`src/rtl/gpio_irq_ctrl.sv`:
```
module gpio_irq_ctrl #(
  parameter int NPINS = 8
) (
  input  logic             clk,
  input  logic             rst_n,
  input  logic             reg_we,
  input  logic [7:0]       reg_addr,
  input  logic [31:0]      reg_wdata,
  output logic [31:0]      reg_rdata,
  input  logic [NPINS-1:0] pin_in,
  output logic [NPINS-1:0] pin_out,
  output logic [NPINS-1:0] pin_oe,
  output logic             irq
);
  localparam logic [7:0] A_STAT = 8'h00, A_TMSK = 8'h04, A_DIN  = 8'h40,
                         A_DOUT = 8'h44, A_OE   = 8'h48, A_LPOL = 8'h50,
                         A_LMSK = 8'h54, A_EVT  = 8'h58, A_EMSK = 8'h5C,
                         A_EPOL = 8'h64;

  logic [NPINS-1:0] sync1, din, prev;
  logic [NPINS-1:0] dout, oe, lpol, lmsk, evt, emsk, epol;
  logic             tmsk;
  logic [NPINS-1:0] wbits, hit, clr, lvl_req, edg_req;
  logic             status;

  assign wbits   = reg_wdata[NPINS-1:0];
  assign hit     = (epol & prev & ~din) | (~epol & ~prev & din);
  assign clr     = (reg_we && reg_addr == A_EVT) ? wbits : '0;
  assign lvl_req = (din ^ lpol) & lmsk;
  assign edg_req = evt & emsk;
  assign status  = |(lvl_req | edg_req);
  assign pin_out = dout;
  assign pin_oe  = oe;

  always_ff @(posedge clk) begin
    if (!rst_n) begin
      sync1 <= '0; din <= '0; prev <= '0;
      dout <= '0; oe <= '0; lpol <= '0; lmsk <= '0;
      evt <= '0; emsk <= '0; epol <= '0; tmsk <= 1'b0;
      irq <= 1'b0;
    end else begin
      sync1 <= pin_in;
      din   <= sync1;
      prev  <= din;
      evt   <= (evt & ~clr) | hit;
      irq   <= status & tmsk;
      if (reg_we) begin
        case (reg_addr)
          A_TMSK: tmsk <= reg_wdata[0];
          A_DOUT: dout <= wbits;
          A_OE:   oe   <= wbits;
          A_LPOL: lpol <= wbits;
          A_LMSK: lmsk <= wbits;
          A_EMSK: emsk <= wbits;
          A_EPOL: epol <= wbits;
          default: ;
        endcase
      end
    end
  end

  always_comb begin
    reg_rdata = '0;
    case (reg_addr)
      A_STAT: reg_rdata[0] = status;
      A_TMSK: reg_rdata[0] = tmsk;
      A_DIN:  reg_rdata[NPINS-1:0] = din;
      A_DOUT: reg_rdata[NPINS-1:0] = dout;
      A_OE:   reg_rdata[NPINS-1:0] = oe;
      A_LPOL: reg_rdata[NPINS-1:0] = lpol;
      A_LMSK: reg_rdata[NPINS-1:0] = lmsk;
      A_EVT:  reg_rdata[NPINS-1:0] = evt;
      A_EMSK: reg_rdata[NPINS-1:0] = emsk;
      A_EPOL: reg_rdata[NPINS-1:0] = epol;
      default: ;
    endcase
  end
endmodule


```
`config.mk`:
```
export PLATFORM = sky130hd
export DESIGN_NAME = gpio_irq_ctrl
export DESIGN_NICKNAME = d
export VERILOG_FILES = /design/src/rtl/gpio_irq_ctrl.sv
export SDC_FILE = /design/constraint.sdc
export NUM_CORES = 1
export LEC_CHECK = 0
export BUFFER_PORTS_ARGS = -buffer_cell sky130_fd_sc_hd__buf_2
export CAP_MARGIN = 30
export CORE_MARGIN = 4
export CORE_UTILIZATION = 48
export CTS_CLUSTER_DIAMETER = 100
export DETAILED_ROUTE_END_ITERATION = 8
export PLACE_DENSITY = 0.78
export SYNTH_ARGS = -nofsm -noshare
export SYNTH_HDL_FRONTEND = slang
export SYNTH_SLANG_ARGS = --single-unit
export TNS_END_PERCENT = 5
```
`constraint.sdc`:
```
create_clock -name clk -period 1.4 [get_ports clk]
set_input_delay 0.14 -clock clk [delete_from_list [all_inputs] [get_ports clk]]
set_output_delay 0.14 -clock clk [all_outputs]
set_load 0.01 [all_outputs]
```
==> run_results.csv, run 1 <==
group,metric,value,unit
outcome,outcome,"finished with violations",
outcome,violations,"negative setup slack",
placed_design,post_dp_cell_area,0.00486,sq mm
route,first_iter_violations,210,
min_path,hold_path.class,"in2reg",
die,die_w,100,um
route,routedWlPerCell,17.4,um
timing,fmax,0.474,GHz
cells_and_area,fin_util,0.629,
pwr,leakage,2.23,nW
synth,yosysTopAreaCell,"dfxtp_1",
critical_path,crit_arrival,1970,ps
synth,ys_seq_area_frac,0.403,
route,drt-total-wl,11.5,mm
cells_and_area,fin_area,0.00517,sq mm
synth,yosysMostFrequentCell,"dfxtp_1",
die,die_h,100,um
timing,tns,-3540,ps
timing,post-route-period-util,1.51,
timing,hold_violations,0,
synth,netlist_area,0.00407,sq mm
route,viasPerCell,5.52,
die,start_util,0.495,
die,top_level_ports,100,
synth,synth-xor-area-share,0.0172,
global_route,antenna_found_initial,0,
critical_path,start_kind,"flip-flop",
critical_path,cp-end-kind,"output port",
clocking,clock_latency,360,ps
timing,finClkSkew,9.64,ps
synth,ys_types,49,
timing,report.final.slew_viol_count,0,
critical_path,cpMaxStageDelayCell,"mux4_2",
synth,synth_compound_area_frac,0.156,
clocking,clk_pin_slew,80,ps
synth,synthFlopType,"dfxtp_1",
global_route,grt_pass1_vias,3736,
global_route,grt_use_met2,0.395,
synth,yosysTopAreaCellShare,0.403,
die,rows,33,
timing,fin_ws,-708,ps
route,drtPass1Iterations,5,
cells_and_area,nNetsFinal,604,
placed_design,hpwl,8.49,mm
synth,yosysWarnings,0,
route,drc,0,
global_route,busiest_layer,"met2",
critical_path,path_buf_inv,2,
global_route,grt_overflow,0,
critical_path,path_delay_family,"compound AO/OA/AOI/OAI gates",
critical_path,crit_chain,"mux4_2 -> a22o_1 -> a222oi_1 -> inv_1 -> buf_2",
critical_path,rrSetupSlack,-90,ps
die,core,0.00822,sq mm
clocking,clock_sinks,82,
synth,synth_common_cells,"dfxtp_1, nand2_1, mux2i_1",
clocking,cts.path.max_buffers,2,
synth,synth_simple_gate_area_frac,0.235,
synth,syn_area_per_cell,9.44,sq um
route,ant_nets,0,
global_route,use_met3,0.0417,
route,via_count,3652,
clocking,h-tree-depth,3,
synth,async_flop_share,0,
cells_and_area,area_growth,27.1,%
placed_design,dp.cells,640,
critical_path,worstPathRequired,1260,ps
timing,rsz0062_at_grt,"yes",
global_route,grtUsageTotal,0.237,
cells_and_area,antennaDiodeCount,0,
synth,yosys-top-cells-area,"dfxtp_1, mux2i_1, buf_4, a21boi_0, nand2_1",
clocking,cts_buffers,9,
cells_and_area,fill_cells,711,
clocking,root_buffer,"clkbuf_8",
critical_path,max_stage_delay,470,ps
cells_and_area,final_cells,662,
synth,synth-edff-count,0,
timing,finalCriticalPeriod,2110,ps
global_route,use_met1,0.299,
cells_and_area,drive_gt1_frac,0.316,
pwr,power_density,906,mW/mm^2
synth,synth_top_family_by_area,"simple AND/OR/NAND/NOR gates",
clocking,tritoncts,"done",
die,die-area,0.0100,sq mm
job,cap_violations,0,
critical_path,crit_fanout,3,
synth,syn_inst,431,
pwr,peakVddDrop,0.630,mV
placed_design,gp_congestion,0.933,
placed_design,port_buffers,51,
synth,synth.area.mux_share,0.112,
global_route,grt_max_degree,74,
timing,finalSetupViolCount,9,
synth,synth_adder_area_share,0,
global_route,grt_pass1_wl,18.5,mm
synth,synth_seq_cells,82,
critical_path,path_class,"reg2out",
-- routing by layer --
| metal | share of wire | routed length [um] |
|---|---|---|
| met5 | 0 | 0 |
| met4 | 0.037 | 427 |
| met3 | 0.080 | 920 |
| met2 | 0.47 | 5480 |
| met1 | 0.41 | 4710 |
-- logic make-up after synthesis --
group	Yosys count
xor gates and xnor gates	8
AOI/OAI and AO/OA	86
other	1
DFF	82
muxes	40
and+or+nand+nor	163
buffers and inverters	51
-- metrics by stage --
step	setup WS [ps]	hold slack, ps	total power (W)
2_1_floorplan	-106	267	0.00272
3_3_place_gp	-323	346	0.00286
3_5_place_dp	-351	352	0.00287
4_1_cts	-719	25.3	0.00470
5_1_grt	-755	43.0	0.00483
6_report	-708	40.3	0.00469
-- flip-flops by register name (all words and copies together), names as in the netlist --
signal,flops
irq,1
lmsk,8
epol,8
sync1,8
prev,8
emsk,8
pin_out,8
tmsk,1
evt,8
din,8
pin_oe,8
lpol,8
-- repair_timing --
| action | in CTS | in global routing |
|---|---|---|
| setup buffers | 0 | 0 |
| hold endpoints to repair | 7 | 0 |
| setup endpoints to repair | 9 | 13 |
| hold buffers | 7 | 0 |
| resized for setup | 12 | 2 |
| pin swaps | 6 | 0 |
-- layout by cell type (no fill, tap or decap), types with 3 or more instances in the layout --
master / synthesis / final
inv_1: 3 / 3
mux2i_1: 31 / 31
conb_1: 1 / 24
mux4_2: 4 / 4
mux2_2: 5 / 5
and3b_1: 7 / 7
clkbuf_1: 12 / 3
nor3_1: 6 / 5
o22ai_1: 3 / 3
buf_4: 25 / 76
dfxtp_2: 0 / 9
dlygate4sd3_1: 0 / 7
a22oi_1: 9 / 8
o31a_1: 7 / 7
a21boi_1: 8 / 8
nor2_1: 10 / 10
o21ai_0: 11 / 11
and2_1: 26 / 25
clkbuf_8: 0 / 9
nor3b_1: 7 / 7
dfxtp_1: 82 / 73
nor2b_1: 27 / 27
nand2_1: 46 / 46
xor2_1: 8 / 7
a21oi_1: 5 / 5
a21boi_0: 23 / 23
a22o_1: 7 / 7
buf_2: 10 / 51
nand3_1: 19 / 19
-- report_power, final --
group          total (W)  switching [W]  internal [W]
Combinational   0.000445       0.000240      0.000205
Sequential       0.00240      0.0000263       0.00237
Clock            0.00184       0.000848      0.000996
-- worst paths after layout --
check        startpoint      endpoint  depth (start not counted)
min           pin_in[2]      sync1[2]                          2
max              evt[3]  reg_rdata[3]                          5
min reg2reg    sync1[7]        din[7]                          1
max reg2reg      evt[3]           irq                          6
-- layout make-up --
class / instances / area (sq um) / area share
timing repair buffer: 136 / 936 / 0.181
inverter: 3 / 11.3 / 0.00218
clock buffer: 12 / 135 / 0.0261
tap: 105 / 131 / 0.0254
clock inverter: 3 / 65.1 / 0.0126
multi-input combinational: 321 / 2240 / 0.433
sequential: 82 / 1650 / 0.320
(Power assumes the default switching activity.)
==> run 2, diff against run 1 <==
--- a/config.mk
+++ b/config.mk
@@ -5,6 +5,7 @@
 export SDC_FILE = /design/constraint.sdc
 export NUM_CORES = 1
 export LEC_CHECK = 0
+export ABC_AREA = 1
 export BUFFER_PORTS_ARGS = -buffer_cell sky130_fd_sc_hd__buf_2
 export CAP_MARGIN = 30
 export CORE_MARGIN = 4
==> run 2 against run 1 <==
Effect of this change: the flow still finishes with violations (negative setup slack); setup slack gained 520 ps; critical path depth increased by 4; total power up 2.9%; clock skew shrank 1.7 ps; core utilization fell by 1.9 points; clock-buffer cell count down 1; hold slack better by 110 ps; sequential share of layout area grew 3.1 points; clock power up 12%; area after synthesis down 4.0%; critical path type unchanged; critical endpoint is now reg_rdata[0]; largest cell class unchanged; largest power group unchanged.
==> run_results.csv, run 2 <==
group,metric,value,unit
outcome,outcome,"finished with violations",
placed_design,post_dp_cell_area,0.00428,sq mm
die,die-area,0.00964,sq mm
global_route,grt_pass1_wl,15.1,mm
synth,synth_common_cells,"nand2_1, inv_1, dfxtp_1",
placed_design,hpwl,6.78,mm
die,die_w,98.2,um
synth,synth_seq_cells,82,
cells_and_area,drive_gt1_frac,0.252,
clocking,root_buffer,"clkbuf_8",
die,top_level_ports,100,
critical_path,cp-end-kind,"output port",
critical_path,r2r-end,"irq",
timing,post-route-period-util,1.13,
global_route,antenna_found_initial,0,
critical_path,setup.worst_path.start,"din[6]",
cells_and_area,nNetsFinal,679,
synth,syn_area_per_cell,7.17,sq um
critical_path,crit_arrival,1450,ps
timing,finalCriticalPeriod,1590,ps
synth,yosysMostFrequentCell,"nand2_1",
route,ant_nets,0,
critical_path,worstPathRequired,1260,ps
synth,async_flop_share,0,
die,start_util,0.500,
pwr,leakage,2.16,nW
timing,fmax,0.630,GHz
die,core,0.00781,sq mm
die,rows,32,
pwr,power_density,1010,mW/mm^2
min_path,hold_path.class,"in2reg",
synth,synthFlopType,"dfxtp_1",
global_route,grtUsageTotal,0.192,
timing,rsz0062_at_grt,"yes",
clocking,tritoncts,"done",
clocking,clk_pin_slew,80,ps
clocking,clock_latency,350,ps
timing,tns,-541,ps
synth,yosysTopAreaCellShare,0.420,
critical_path,r2r-start,"din[6]",
cells_and_area,fin_area,0.00476,sq mm
critical_path,rrSetupSlack,110,ps
global_route,grt_pass1_vias,3379,
placed_design,gp_congestion,0.839,
synth,syn_inst,545,
critical_path,reg2regPathDepth,10,
pwr,peakVddDrop,0.477,mV
clocking,cts_buffers,9,
timing,finalSetupViolCount,8,
min_path,holdCritStartpoint,"reg_wdata[0]",
synth,ys_types,24,
timing,report.final.slew_viol_count,0,
route,viasPerCell,5.05,
pwr,power,0.00482,W
critical_path,cp-endpoint,"reg_rdata[0]",
job,cap_violations,0,
outcome,violations,"negative setup slack",
synth,yosysWarnings,0,
clocking,cts.path.max_buffers,2,
clocking,h-tree-depth,3,
route,drtPass1Iterations,5,
global_route,grt_overflow,0,
critical_path,start_kind,"flip-flop",
synth,ys_seq_area_frac,0.420,
timing,finClkSkew,7.93,ps
placed_design,port_buffers,51,
route,drt-total-wl,9.49,mm
route,drc,0,
timing,hold_violations,0,
critical_path,path_class,"reg2out",
cells_and_area,antennaDiodeCount,0,
synth,yosysTopAreaCell,"dfxtp_1",
route,routedWlPerCell,12.9,um
clocking,clock_sinks,82,
synth,yosys-top-cells-area,"dfxtp_1, nand2_1, inv_1, o21ai_0, a21oi_1",
cells_and_area,layout_commonest_cell,"nand2_1",
cells_and_area,final_cells,734,
synth,synth-edff-count,0,
placed_design,dp.cells,703,
timing,fin_ws,-187,ps
synth,netlist_area,0.00390,sq mm
cells_and_area,fin_util,0.610,
critical_path,crit_fanout,4,
cells_and_area,layout_common_cells,"nand2_1, inv_1, dfxtp_1, o21ai_0, a21oi_1",
die,die_h,98.2,um
cells_and_area,area_growth,22.0,%
global_route,grt_max_degree,49,
route,first_iter_violations,255,
route,via_count,3710,
-- run 2: cell types whose count changed after synthesis, moves of 23 or more --
cell | previous run | this run
nand2_1 | 46 | 95
a21oi_1 | 5 | 57
and2_1 | 26 | 0
nor2b_1 | 27 | 0
a21boi_0 | 23 | 0
nor2_1 | 10 | 34
mux2i_1 | 31 | 0
inv_1 | 3 | 90
o21ai_0 | 11 | 58
-- run 2: repair_timing --
item / in CTS / in global routing
hold buffers: 8 / 0
buffers inserted: 7 / 1
hold endpoints to repair: 8 / 0
endpoints found under the setup margin: 8 / 8
gates resized for setup: 29 / 21
pin swaps: 8 / 5
-- run 2: report_power, final --
part           leakage [nW]  internal (W)  switching, W  total, W
Combinational          1.37      0.000134      0.000228  0.000363
Clock                 0.120       0.00123      0.000827   0.00206
Sequential            0.672       0.00237     0.0000317   0.00240
Total                  2.16       0.00374       0.00109   0.00482
-- run 2: per-layer routing --
metal,track usage,part of all wire
met1,0.231,0.43
met4,0.0861,0.023
met2,0.328,0.48
met5,0,0
met3,0.0393,0.070
-- run 2: worst min path at each step --
stage                 end  slack [ps]  cells after the start
6_report       pin_out[0]         150                      3
5_1_grt           emsk[5]         150                      3
4_1_cts        pin_out[0]         140                      3
3_5_place_dp     sync1[4]         330                      3
2_1_floorplan    sync1[0]         240                      2
3_3_place_gp     sync1[7]         320                      3
-- run 2: stage by stage --
stage	worst slack [ps]	hold WS [ps]
6_report	-187	149
5_1_grt	-283	153
4_1_cts	-188	138
3_5_place_dp	-38.2	325
3_3_place_gp	4.19	321
2_1_floorplan	233	238
-- run 2: layout make-up --
cell class	count	area, sq um
fill	690	3040
multi-input combinational	352	1780
sequential	82	1670
timing repair buffer	90	593
inverter	93	352
clock buffer	11	141
tap	102	128
clock inverter	4	98.8
-- run 2: cells by family (layout without fill, tap and decap cells) --
kind of cell / after synthesis / in the layout / synth area share
buffers and inverters: 134 / 198 / 0.165
flip-flops: 82 / 82 / 0.420
AO/OA/AOI/OAI: 142 / 142 / 0.189
other: 1 / 24 / 0.000960
AND/OR/NAND/NOR: 186 / 186 / 0.225
-- run 2: critical path, stage by stage (launching register included) --
cell and delay, ps:
dfxtp_4 370, inv_2 60, nand2_2 40, nand3_1 80, nand2_2 70, nor2_4 110
nand3_2 90, nand2_1 70, nand3_1 60, buf_2 140
